## src/rtl/cpop_trap_pkg.sv

```systemverilog
package cpop_trap_pkg;
  localparam logic [7:0] EMU_VECTOR = 8'd11;
  localparam logic [3:0] SHORT_FRAME = 4'h0;

  typedef enum logic [1:0] {
    ST_IDLE  = 2'd0,
    ST_WAIT  = 2'd1,
    ST_ABORT = 2'd2,
    ST_TRAP  = 2'd3
  } seq_state_e;

  typedef struct packed {
    logic is_cop;
    logic trap_now;
    logic start_hs;
  } op_class_t;
endpackage

```

## src/rtl/cpop_op_classify.sv

```systemverilog
module cpop_op_classify
  import cpop_trap_pkg::*;
(
  input  logic [3:0] word_top,
  input  logic [2:0] word_grp,
  input  logic       form_known,
  output op_class_t  cls
);
  logic reserved_grp;

  always_comb begin
    reserved_grp = (word_grp == 3'b110) || (word_grp == 3'b111);
    cls.is_cop   = (word_top == 4'hF);
    cls.trap_now = cls.is_cop && (reserved_grp || !form_known);
    cls.start_hs = cls.is_cop && !reserved_grp && form_known;
  end
endmodule

```

## src/rtl/cpop_prim_check.sv

```systemverilog
module cpop_prim_check #(
  parameter int PRIM_W        = 4,
  parameter int PRIM_COUNT    = 12,
  parameter int MEM_PRIM_BASE = 8
) (
  input  logic [PRIM_W-1:0] prim_code,
  input  logic [2:0]        ea_mode,
  output logic              prim_bad,
  output logic              prim_incompat
);
  localparam logic [PRIM_W:0] LIMIT = (PRIM_W+1)'(PRIM_COUNT);
  localparam logic [PRIM_W:0] MEMB  = (PRIM_W+1)'(MEM_PRIM_BASE);

  logic [PRIM_W:0] code_x;
  logic            reg_direct;

  always_comb begin
    code_x        = {1'b0, prim_code};
    reg_direct    = (ea_mode[2:1] == 2'b00);
    prim_bad      = (code_x >= LIMIT);
    prim_incompat = !prim_bad && (code_x >= MEMB) && reg_direct;
  end
endmodule

```

## src/rtl/cpop_trap_seq.sv

```systemverilog
module cpop_trap_seq
  import cpop_trap_pkg::*;
#(
  parameter int PC_W = 32
) (
  input  logic            clk,
  input  logic            rst_n,
  input  logic            op_valid,
  input  op_class_t       cls,
  input  logic [2:0]      op_mode,
  input  logic [PC_W-1:0] op_pc,
  input  logic            if_bus_err,
  input  logic            prim_valid,
  input  logic            prim_bad,
  input  logic            prim_incompat,
  input  logic            trap_ready,
  output logic            op_ready,
  output logic            trap_valid,
  output logic            abort_we,
  output logic            cp_started,
  output logic [2:0]      mode_q,
  output logic [PC_W-1:0] pc_q
);
  seq_state_e state;

  always_ff @(posedge clk) begin
    if (!rst_n) begin
      state      <= ST_IDLE;
      cp_started <= 1'b0;
      mode_q     <= '0;
      pc_q       <= '0;
    end else begin
      unique case (state)
        ST_IDLE: if (op_valid) begin
          pc_q   <= op_pc;
          mode_q <= op_mode;
          if (cls.trap_now) begin
            state      <= ST_TRAP;
            cp_started <= 1'b0;
          end else if (cls.start_hs) begin
            state      <= ST_WAIT;
            cp_started <= 1'b1;
          end
        end
        ST_WAIT: begin
          if (if_bus_err) state <= ST_TRAP;
          else if (prim_valid) begin
            if (prim_bad)           state <= ST_ABORT;
            else if (prim_incompat) state <= ST_TRAP;
            else begin
              state      <= ST_IDLE;
              cp_started <= 1'b0;
            end
          end
        end
        ST_ABORT: state <= ST_TRAP;
        ST_TRAP: if (trap_ready) begin
          state      <= ST_IDLE;
          cp_started <= 1'b0;
        end
        default: state <= ST_IDLE;
      endcase
    end
  end

  assign op_ready   = (state == ST_IDLE);
  assign trap_valid = (state == ST_TRAP);
  assign abort_we   = (state == ST_ABORT);
endmodule

```

## src/rtl/cpop_trap_unit.sv

```systemverilog
module cpop_trap_unit
  import cpop_trap_pkg::*;
#(
  parameter int             PC_W          = 32,
  parameter int             PRIM_W        = 4,
  parameter int             PRIM_COUNT    = 12,
  parameter int             MEM_PRIM_BASE = 8,
  parameter logic [15:0]    ABORT_MASK    = 16'h0001
) (
  input  logic              clk,
  input  logic              rst_n,
  input  logic              op_valid,
  output logic              op_ready,
  input  logic [15:0]       op_word,
  input  logic [PC_W-1:0]   op_pc,
  input  logic              form_known,
  input  logic              if_bus_err,
  input  logic              prim_valid,
  input  logic [PRIM_W-1:0] prim_code,
  output logic              trap_valid,
  input  logic              trap_ready,
  output logic [7:0]        trap_vector,
  output logic [3:0]        trap_frame,
  output logic [PC_W-1:0]   trap_pc,
  output logic              cp_started,
  output logic              abort_we,
  output logic [15:0]       abort_mask
);
  op_class_t  cls;
  logic       prim_bad;
  logic       prim_incompat;
  logic [2:0] mode_q;
  logic       unused_word_bits;

  assign unused_word_bits = ^{op_word[11:9], op_word[2:0]};

  cpop_op_classify u_classify (
    .word_top   (op_word[15:12]),
    .word_grp   (op_word[8:6]),
    .form_known (form_known),
    .cls        (cls)
  );

  cpop_prim_check #(
    .PRIM_W        (PRIM_W),
    .PRIM_COUNT    (PRIM_COUNT),
    .MEM_PRIM_BASE (MEM_PRIM_BASE)
  ) u_prim (
    .prim_code     (prim_code),
    .ea_mode       (mode_q),
    .prim_bad      (prim_bad),
    .prim_incompat (prim_incompat)
  );

  cpop_trap_seq #(.PC_W(PC_W)) u_seq (
    .clk           (clk),
    .rst_n         (rst_n),
    .op_valid      (op_valid),
    .cls           (cls),
    .op_mode       (op_word[5:3]),
    .op_pc         (op_pc),
    .if_bus_err    (if_bus_err),
    .prim_valid    (prim_valid),
    .prim_bad      (prim_bad),
    .prim_incompat (prim_incompat),
    .trap_ready    (trap_ready),
    .op_ready      (op_ready),
    .trap_valid    (trap_valid),
    .abort_we      (abort_we),
    .cp_started    (cp_started),
    .mode_q        (mode_q),
    .pc_q          (trap_pc)
  );

  assign trap_vector = EMU_VECTOR;
  assign trap_frame  = SHORT_FRAME;
  assign abort_mask  = ABORT_MASK;
endmodule

```

## config.mk

```make
export PLATFORM = sky130hd
export DESIGN_NAME = cpop_trap_unit
export DESIGN_NICKNAME = d
export VERILOG_FILES = /design/src/rtl/cpop_trap_pkg.sv /design/src/rtl/cpop_op_classify.sv /design/src/rtl/cpop_prim_check.sv /design/src/rtl/cpop_trap_seq.sv /design/src/rtl/cpop_trap_unit.sv
export SDC_FILE = /design/constraint.sdc
export NUM_CORES = 1
export LEC_CHECK = 0
export BUFFER_PORTS_ARGS = -buffer_cell sky130_fd_sc_hd__buf_2
export CORE_MARGIN = 2
export CORE_UTILIZATION = 41
export DETAILED_ROUTE_END_ITERATION = 8
export GPL_TIMING_DRIVEN = 1
export PLACE_DENSITY = 0.75
export REMOVE_ABC_BUFFERS = 1
export SLEW_MARGIN = 20
export SYNTH_ARGS = -nofsm -noshare
export SYNTH_HDL_FRONTEND = slang
export SYNTH_HIERARCHICAL = 1
export SYNTH_SLANG_ARGS = --single-unit
```

## constraint.sdc

```tcl
create_clock -name clk -period 2 [get_ports clk]
set_clock_uncertainty 0.1 [all_clocks]
set_input_delay 0.4 -clock clk [delete_from_list [all_inputs] [get_ports clk]]
set_output_delay 0.4 -clock clk [all_outputs]
set_load 0.01 [all_outputs]
```

# After elaboration in Yosys (flattened, before gate mapping)
# Index checks and enable logic that the tools add are counted.
[totals] regBits=38 input_bits=59 output_inout_bits=64
[classes] magnitude_cmp=2 eq_ne=14 muxes=18 n_reduce_logical=16
[op_table] op="2-bit two-way mux" count=8
[op_table] op="2-bit inequality test (second input constant)" count=5
[op_table] op="4-bit greater-or-equal comparator (second input constant)" count=2
[op_table] op="1-bit two-way mux" count=8
[op_table] op="2-bit case mux with 4 select lines" count=1
[op_table] op="8-bit AND reduction" count=1
[op_table] op="3-bit equality test (second input constant)" count=2
[op_table] op="1-bit logical AND" count=5
[op_table] op="2-bit equality test (second input constant)" count=2
[op_table] op="4-bit equality test (second input constant)" count=1
[op_table] op="2-bit logical NOT" count=2
[op_table] op="4-bit AND reduction" count=1
[op_table] op="1-bit logical NOT" count=3
[op_table] op="3-bit by 1-bit inequality test with 1-bit output (second input constant)" count=1
[op_table] op="3-bit inequality test (second input constant)" count=1
[op_table] op="1-bit case mux with 3 select lines" count=1
[op_table] op="3-bit nonzero test" count=1
[op_table] op="2-bit by 1-bit equality test with 1-bit output (second input constant)" count=1
[op_table] op="1-bit logical OR" count=2
[op_table] op="2-bit by 1-bit inequality test with 1-bit output (second input constant)" count=1
[op_table] op="2-bit AND reduction" count=1

# Longest topological paths before layout
# Gate-level depths: netlist of the first run.
[depth] depth_word=9 depth_mapped=5 mapped_depth_nobuf=5

# By module
# Netlist of the first run, hierarchy kept.
[modules_own_cells] module="cpop_trap_seq" n_inst=1 cells_per_inst=179 area_each_um2=1549.0 seq_area_each_um2=760.7
[modules_own_cells] module="cpop_trap_unit" n_inst=1 cells_per_inst=30 area_each_um2=217.7 seq_area_each_um2=0.0
[modules_own_cells] module="cpop_op_classify" n_inst=1 cells_per_inst=6 area_each_um2=41.3 seq_area_each_um2=0.0
[modules_own_cells] module="cpop_prim_check" n_inst=1 cells_per_inst=2 area_each_um2=21.3 seq_area_each_um2=0.0

# Worst setup path before layout of the first run
# Ideal clock, no wire load.
[synth_path] kind="input-to-reg" start="input port prim_code[3]" end="register u_seq.cp_started" setup_time_ps=125 arrival_ps=1341 required_ps=1775 path_slack_ps=434 cell_stages=4 cell_sequence="nor4b_2 or4b_1 a311oi_1 a21oi_1"
[synth_via] elab_chain_cells=6 elab_cells_between_ends=8
[synth_rtl] element="start: declaration" line_no="cpop_trap_unit.sv:19" rtl="input logic [PRIM_W-1:0] prim_code,"
[synth_rtl] element="4-bit greater-or-equal comparator" line_no="cpop_prim_check.sv:20" rtl="prim_bad = (code_x >= LIMIT);"
[synth_rtl] element="1-bit logical NOT" line_no="cpop_prim_check.sv:21" rtl="prim_incompat = !prim_bad && (code_x >= MEMB) && reg_direct;"
[synth_rtl] element="1-bit logical AND (2 in series)" line_no="cpop_prim_check.sv:21"
[synth_rtl] element="2-bit inequality test (no source line)"
[synth_rtl] element="8-bit AND reduction (no source line) (*)"
[synth_rtl] element="end signal: assignment" line_no="cpop_trap_seq.sv:29" rtl="cp_started <= 1'b0;"
[synth_rtl] element="end signal: assignment" line_no="cpop_trap_seq.sv:39" rtl="cp_started <= 1'b0;"
[synth_rtl] element="end signal: assignment" line_no="cpop_trap_seq.sv:42" rtl="cp_started <= 1'b1;"
[synth_rtl] element="end: declaration" line_no="cpop_trap_seq.sv:20" rtl="output logic cp_started,"
# Every way passes the cells marked *; elsewhere a longest branch is shown, timed or not.
# A chain may end at the register's enable or synchronous reset.

# Final worst setup path of the first run
[layout_path] start="register u_seq.state[0]" end="output port trap_valid"
[layout_via] elab_chain_cells=1
[layout_rtl] element="start: declaration" line_no="cpop_trap_seq.sv:24" rtl="seq_state_e state;"
[layout_rtl] element="start signal: assignment" line_no="cpop_trap_seq.sv:28" rtl="state <= ST_IDLE;"
[layout_rtl] element="start signal: assignment" line_no="cpop_trap_seq.sv:38" rtl="state <= ST_TRAP;"
[layout_rtl] element="start signal: assignment" line_no="cpop_trap_seq.sv:41" rtl="state <= ST_WAIT;"
[layout_rtl] element="2-bit equality test" line_no="cpop_trap_seq.sv:67" rtl="assign trap_valid = (state == ST_TRAP);"
[layout_rtl] element="end: declaration" line_no="cpop_trap_unit.sv:20" rtl="output logic trap_valid,"
# Every way passes these cells.

==> results of run 1 <==
==> path summary, 6_finish.rpt <==
| check | from | end | cells after the start |
|---|---|---|---|
| setup / recovery | u_seq/state[0] | trap_valid | 2 |
| hold / removal | op_pc[30] | u_seq/pc_q[30] | 3 |
| hold reg to reg | u_seq/pc_q[26] | u_seq/pc_q[26] | 2 |
| setup reg to reg | u_seq/mode_q[2] | u_seq/cp_started | 4 |
==> layout make-up <==
type	instances	area (um^2)	area share [%]
multi-input cells	157	817	36.9
flip-flops and latches	37	741	33.5
repair buffers	89	458	20.7
clock buffers	7	86.3	3.90
well taps	52	65.1	2.94
clock inverters	1	30.0	1.36
inverters	4	15.0	0.679
==> power by group <==
group / switching, mW / total [mW] / internal, mW
Sequential: 0.0420 / 0.847 / 0.805
Clock: 0.248 / 0.654 / 0.406
Combinational: 0.225 / 0.390 / 0.165
Total: 0.515 / 1.89 / 1.38
==> critical path: stages (launching register included) <==
cell	delay, ns
dfxtp_1	0.55
and2_1	0.18
buf_2	0.13
==> routing by layer <==
metal	global-route usage [%]	wire length, um	share of wire (%)
met1	17.3	1470	41
met2	25.9	1730	49
met5	0	0	0
met4	6.84	57	1.6
met3	4.76	284	8.0
==> registers in the layout, indices dropped and copies added (netlist names) <==
| name | cells |
|---|---|
| u_seq/mode_q | 2 |
| u_seq/cp_started | 1 |
| u_seq/state | 2 |
| u_seq/pc_q | 32 |
==> through the flow <==
stage	cell area, um^2	hold slack [ns]
floorplan	1570	0.345
global placement	2100	0.337
detailed placement	2100	0.342
CTS	2210	0.240
global route	2210	0.245
finish	2210	0.247
==> flow_summary.toml, run 1 <==
[finish]
diodes = 0
layout_commonest_cell = "buf_2"
fin_util_pct = 51.5
fillers = 430
final_cells = 347
drive_above_1_share_pct = 34.2
area_growth_pct = 23.5
final_net_count = 353
final_cell_mix = "buf_2 (84), nand2_1 (71), dfxtp_1 (37), a21boi_1 (29), conb_1 (28)"

[detailed_routing]
ant_nets = 0
vias = 1534
wl_um = 3550
drc = 0
drt_pre_antenna_iters = 4
viasPerCell = 4.42
wl_per_cell_um = 10.2
drt_iter0_drc = 45

[clock_network]
cts_buffer_depth = 2
clkLatencyLatePin_ns = 0.28
cts_setup_buffers = 0
htree_levels = 2
cts_resized = 0
numCtsBuffers = 5
hold_buffers = 0
cts_tree = "yes"
cts_sinks = 37
cts-root-buf = "clkbuf_8"
clk_pin_slew_ns = 0.07

[setup_path]
criticalPathCategory = "reg2out"
cp.arrival_ns = 1.14
reg2reg_setup_slack_ns = 0.47
worst-path-max-fanout = 11
cp.required_ns = 1.50
cp-end-kind = "output pin"
setup.worst_path.start_class = "register"

[timing]
setup_viol = 0
tns_ns = 0
hold_viol = 0
worst_slack_ns = 0.361
fmax_ghz = 0.610
fin_crit_sh_pct = 82.0
rsz0062_at_grt = "no"
finalCriticalPeriod_ns = 1.64
slew_viol_final = 0

[place]
post-dp-hpwl_um = 2680
place_ws_ns = 0.223
port_buffers = 84
placedCellCount = 339
place_congestion = 0.750

[floorplan]
core_mm2 = 0.00429
die_w_um = 70.1
die_h_um = 70.1
die_area_mm2 = 0.00491
ios = 123
rows = 24
initial_core_util_pct = 41.7

[global_route]
overflow = 0
antenna_found_initial = 0
grt.total_usage_pct = 15.2
grt_max_degree = 25
grt_pass1_wl_um = 6000
grt_pass1_vias = 1385

[job]
cap_violations = 0

[power]
vdd_drop_max_mv = 0.363
p_leak_nw = 1.11
power_density_mw_per_mm2 = 855
power_mw = 1.89

[logic_synthesis]
ys_warn_count = 6
syn_area_per_cell_um2 = 8.45
syn-instance-count = 212
syn_area_mm2 = 0.00179

[hold_path]
hp-class = "in2reg"

[status]
status = "finished, final reports clean"
Power figures use the tool's default switching activity.
==> inputs of run 2 (changes only) <==
clock period = 1.65 ns   (was 2 ns; I/O delays follow)
==> run 2 against run 1 <==
  * Non-clock buffer count rose by 2
  * Clock power is 9.3% lower
  * Critical endpoint is now abort_we
  * Final cell count increased by 0.58%
  * Critical path depth grew 1
  * Global-route usage decreased by 0.14 points
==> flow_summary.toml, run 2 (same netlist as run 1, synthesis figures left out) <==
[status]
status = "finished, final reports clean"

[timing]
setup_viol = 0
hold_viol = 0
rsz0062_at_grt = "no"
slew_viol_final = 0
fin_crit_sh_pct = 94.0
finalCriticalPeriod_ns = 1.55
fmax_ghz = 0.645
worst_slack_ns = 0.0988
timing.hold.ws_ns = 0.180

[hold_path]
hp-class = "in2reg"

[setup_path]
cp.arrival_ns = 1.12
worst-path-max-fanout = 8
cp-end-kind = "output pin"
setup.worst_path.start_class = "register"
cp.required_ns = 1.22
criticalPathCategory = "reg2out"

[place]
place_congestion = 0.763
port_buffers = 84
place_ws_ns = -0.0462
post-dp-hpwl_um = 2670

[floorplan]
initial_core_util_pct = 41.7
core_mm2 = 0.00429
die_w_um = 70.1
die_h_um = 70.1
die_area_mm2 = 0.00491
ios = 123
rows = 24

[finish]
largest_register_ffs = 32
final_cell_mix = "buf_2 (84), nand2_1 (71), dfxtp_1 (37), a21boi_1 (29), conb_1 (28)"
fillers = 451
fin_util_pct = 51.1
layout_commonest_cell = "buf_2"
regMostFlops = "u_seq/pc_q"
diodes = 0
area_growth_pct = 22.5
drive_above_1_share_pct = 34.7
final_net_count = 355
top_regs = "u_seq/pc_q (32), u_seq/mode_q (2), u_seq/state (2)"

[detailed_routing]
drt_pre_antenna_iters = 6
drc = 0
vias = 1545
drt_iter0_drc = 28
viasPerCell = 4.43
wl_um = 3550
ant_nets = 0
wl_per_cell_um = 10.2

[global_route]
grt.total_usage_pct = 15.1
antenna_found_initial = 0
grt_pass1_vias = 1383
overflow = 0
grt_max_degree = 24
grt_pass1_wl_um = 6010

[clock_network]
cts_setup_buffers = 0
cts_sinks = 37
hold_buffers = 0
clkLatencyLatePin_ns = 0.28
numCtsBuffers = 5
cts_resized = 0
htree_levels = 2
cts-root-buf = "clkbuf_8"
cts_tree = "yes"
clk_pin_slew_ns = 0.07
cts_buffer_depth = 2

[power]
power_density_mw_per_mm2 = 959
p_leak_nw = 1.10
vdd_drop_max_mv = 0.524

[job]
cap_violations = 0
-- run 2: path summary, 6_finish.rpt --
check,endpoint,from,depth (start not counted),slack (ns)
max,abort_we,u_seq/state[1],3,0.1
min,u_seq/pc_q[2],op_pc[2],3,0.18
max reg2reg,u_seq/cp_started,u_seq/mode_q[1],4,0.11
min reg2reg,u_seq/pc_q[20],u_seq/pc_q[20],2,0.35
-- run 2: power breakdown --
part	internal, mW	leakage (nW)	switching [mW]
combinational	0.209	0.754	0.280
sequential	0.976	0.304	0.0459
clock	0.292	0.0450	0.300
-- run 2: critical path, stage by stage (launching register included) --
cell and delay (ns):
dfxtp_1 0.49, inv_1 0.12, nor2_1 0.11, buf_2 0.13
-- run 2: layout make-up --
type | count | area [um^2] | share of cell area, %
multi-input combinational | 157 | 817 | 37.3
sequential | 37 | 741 | 33.8
timing repair buffer | 91 | 473 | 21.6
clock buffer | 6 | 72.6 | 3.31
tap | 52 | 65.1 | 2.97
inverter | 4 | 15.0 | 0.685
clock inverter | 2 | 10.0 | 0.456
-- run 2: metrics by stage --
step           area [um^2]  power (mW)  std cells  TNS (ns)
4_1_cts               2190        2.14        349         0
5_1_grt               2190        2.24        349         0
3_5_place_dp          2110        1.54        341   -0.0462
6_report              2190        2.10        349         0
2_1_floorplan         1570        1.30        198         0
3_3_place_gp          2110        1.53        341   -0.0215
-- run 2: metal layers --
metal / routed length (um) / up-vias / track usage (%)
met4: 23 / 0 / 5.34
met2: 1670 / 68 / 24.3
met3: 302 / 4 / 5.05
met5: 0 / - / 0
li1: - / 794 / -
met1: 1560 / 679 / 18.7
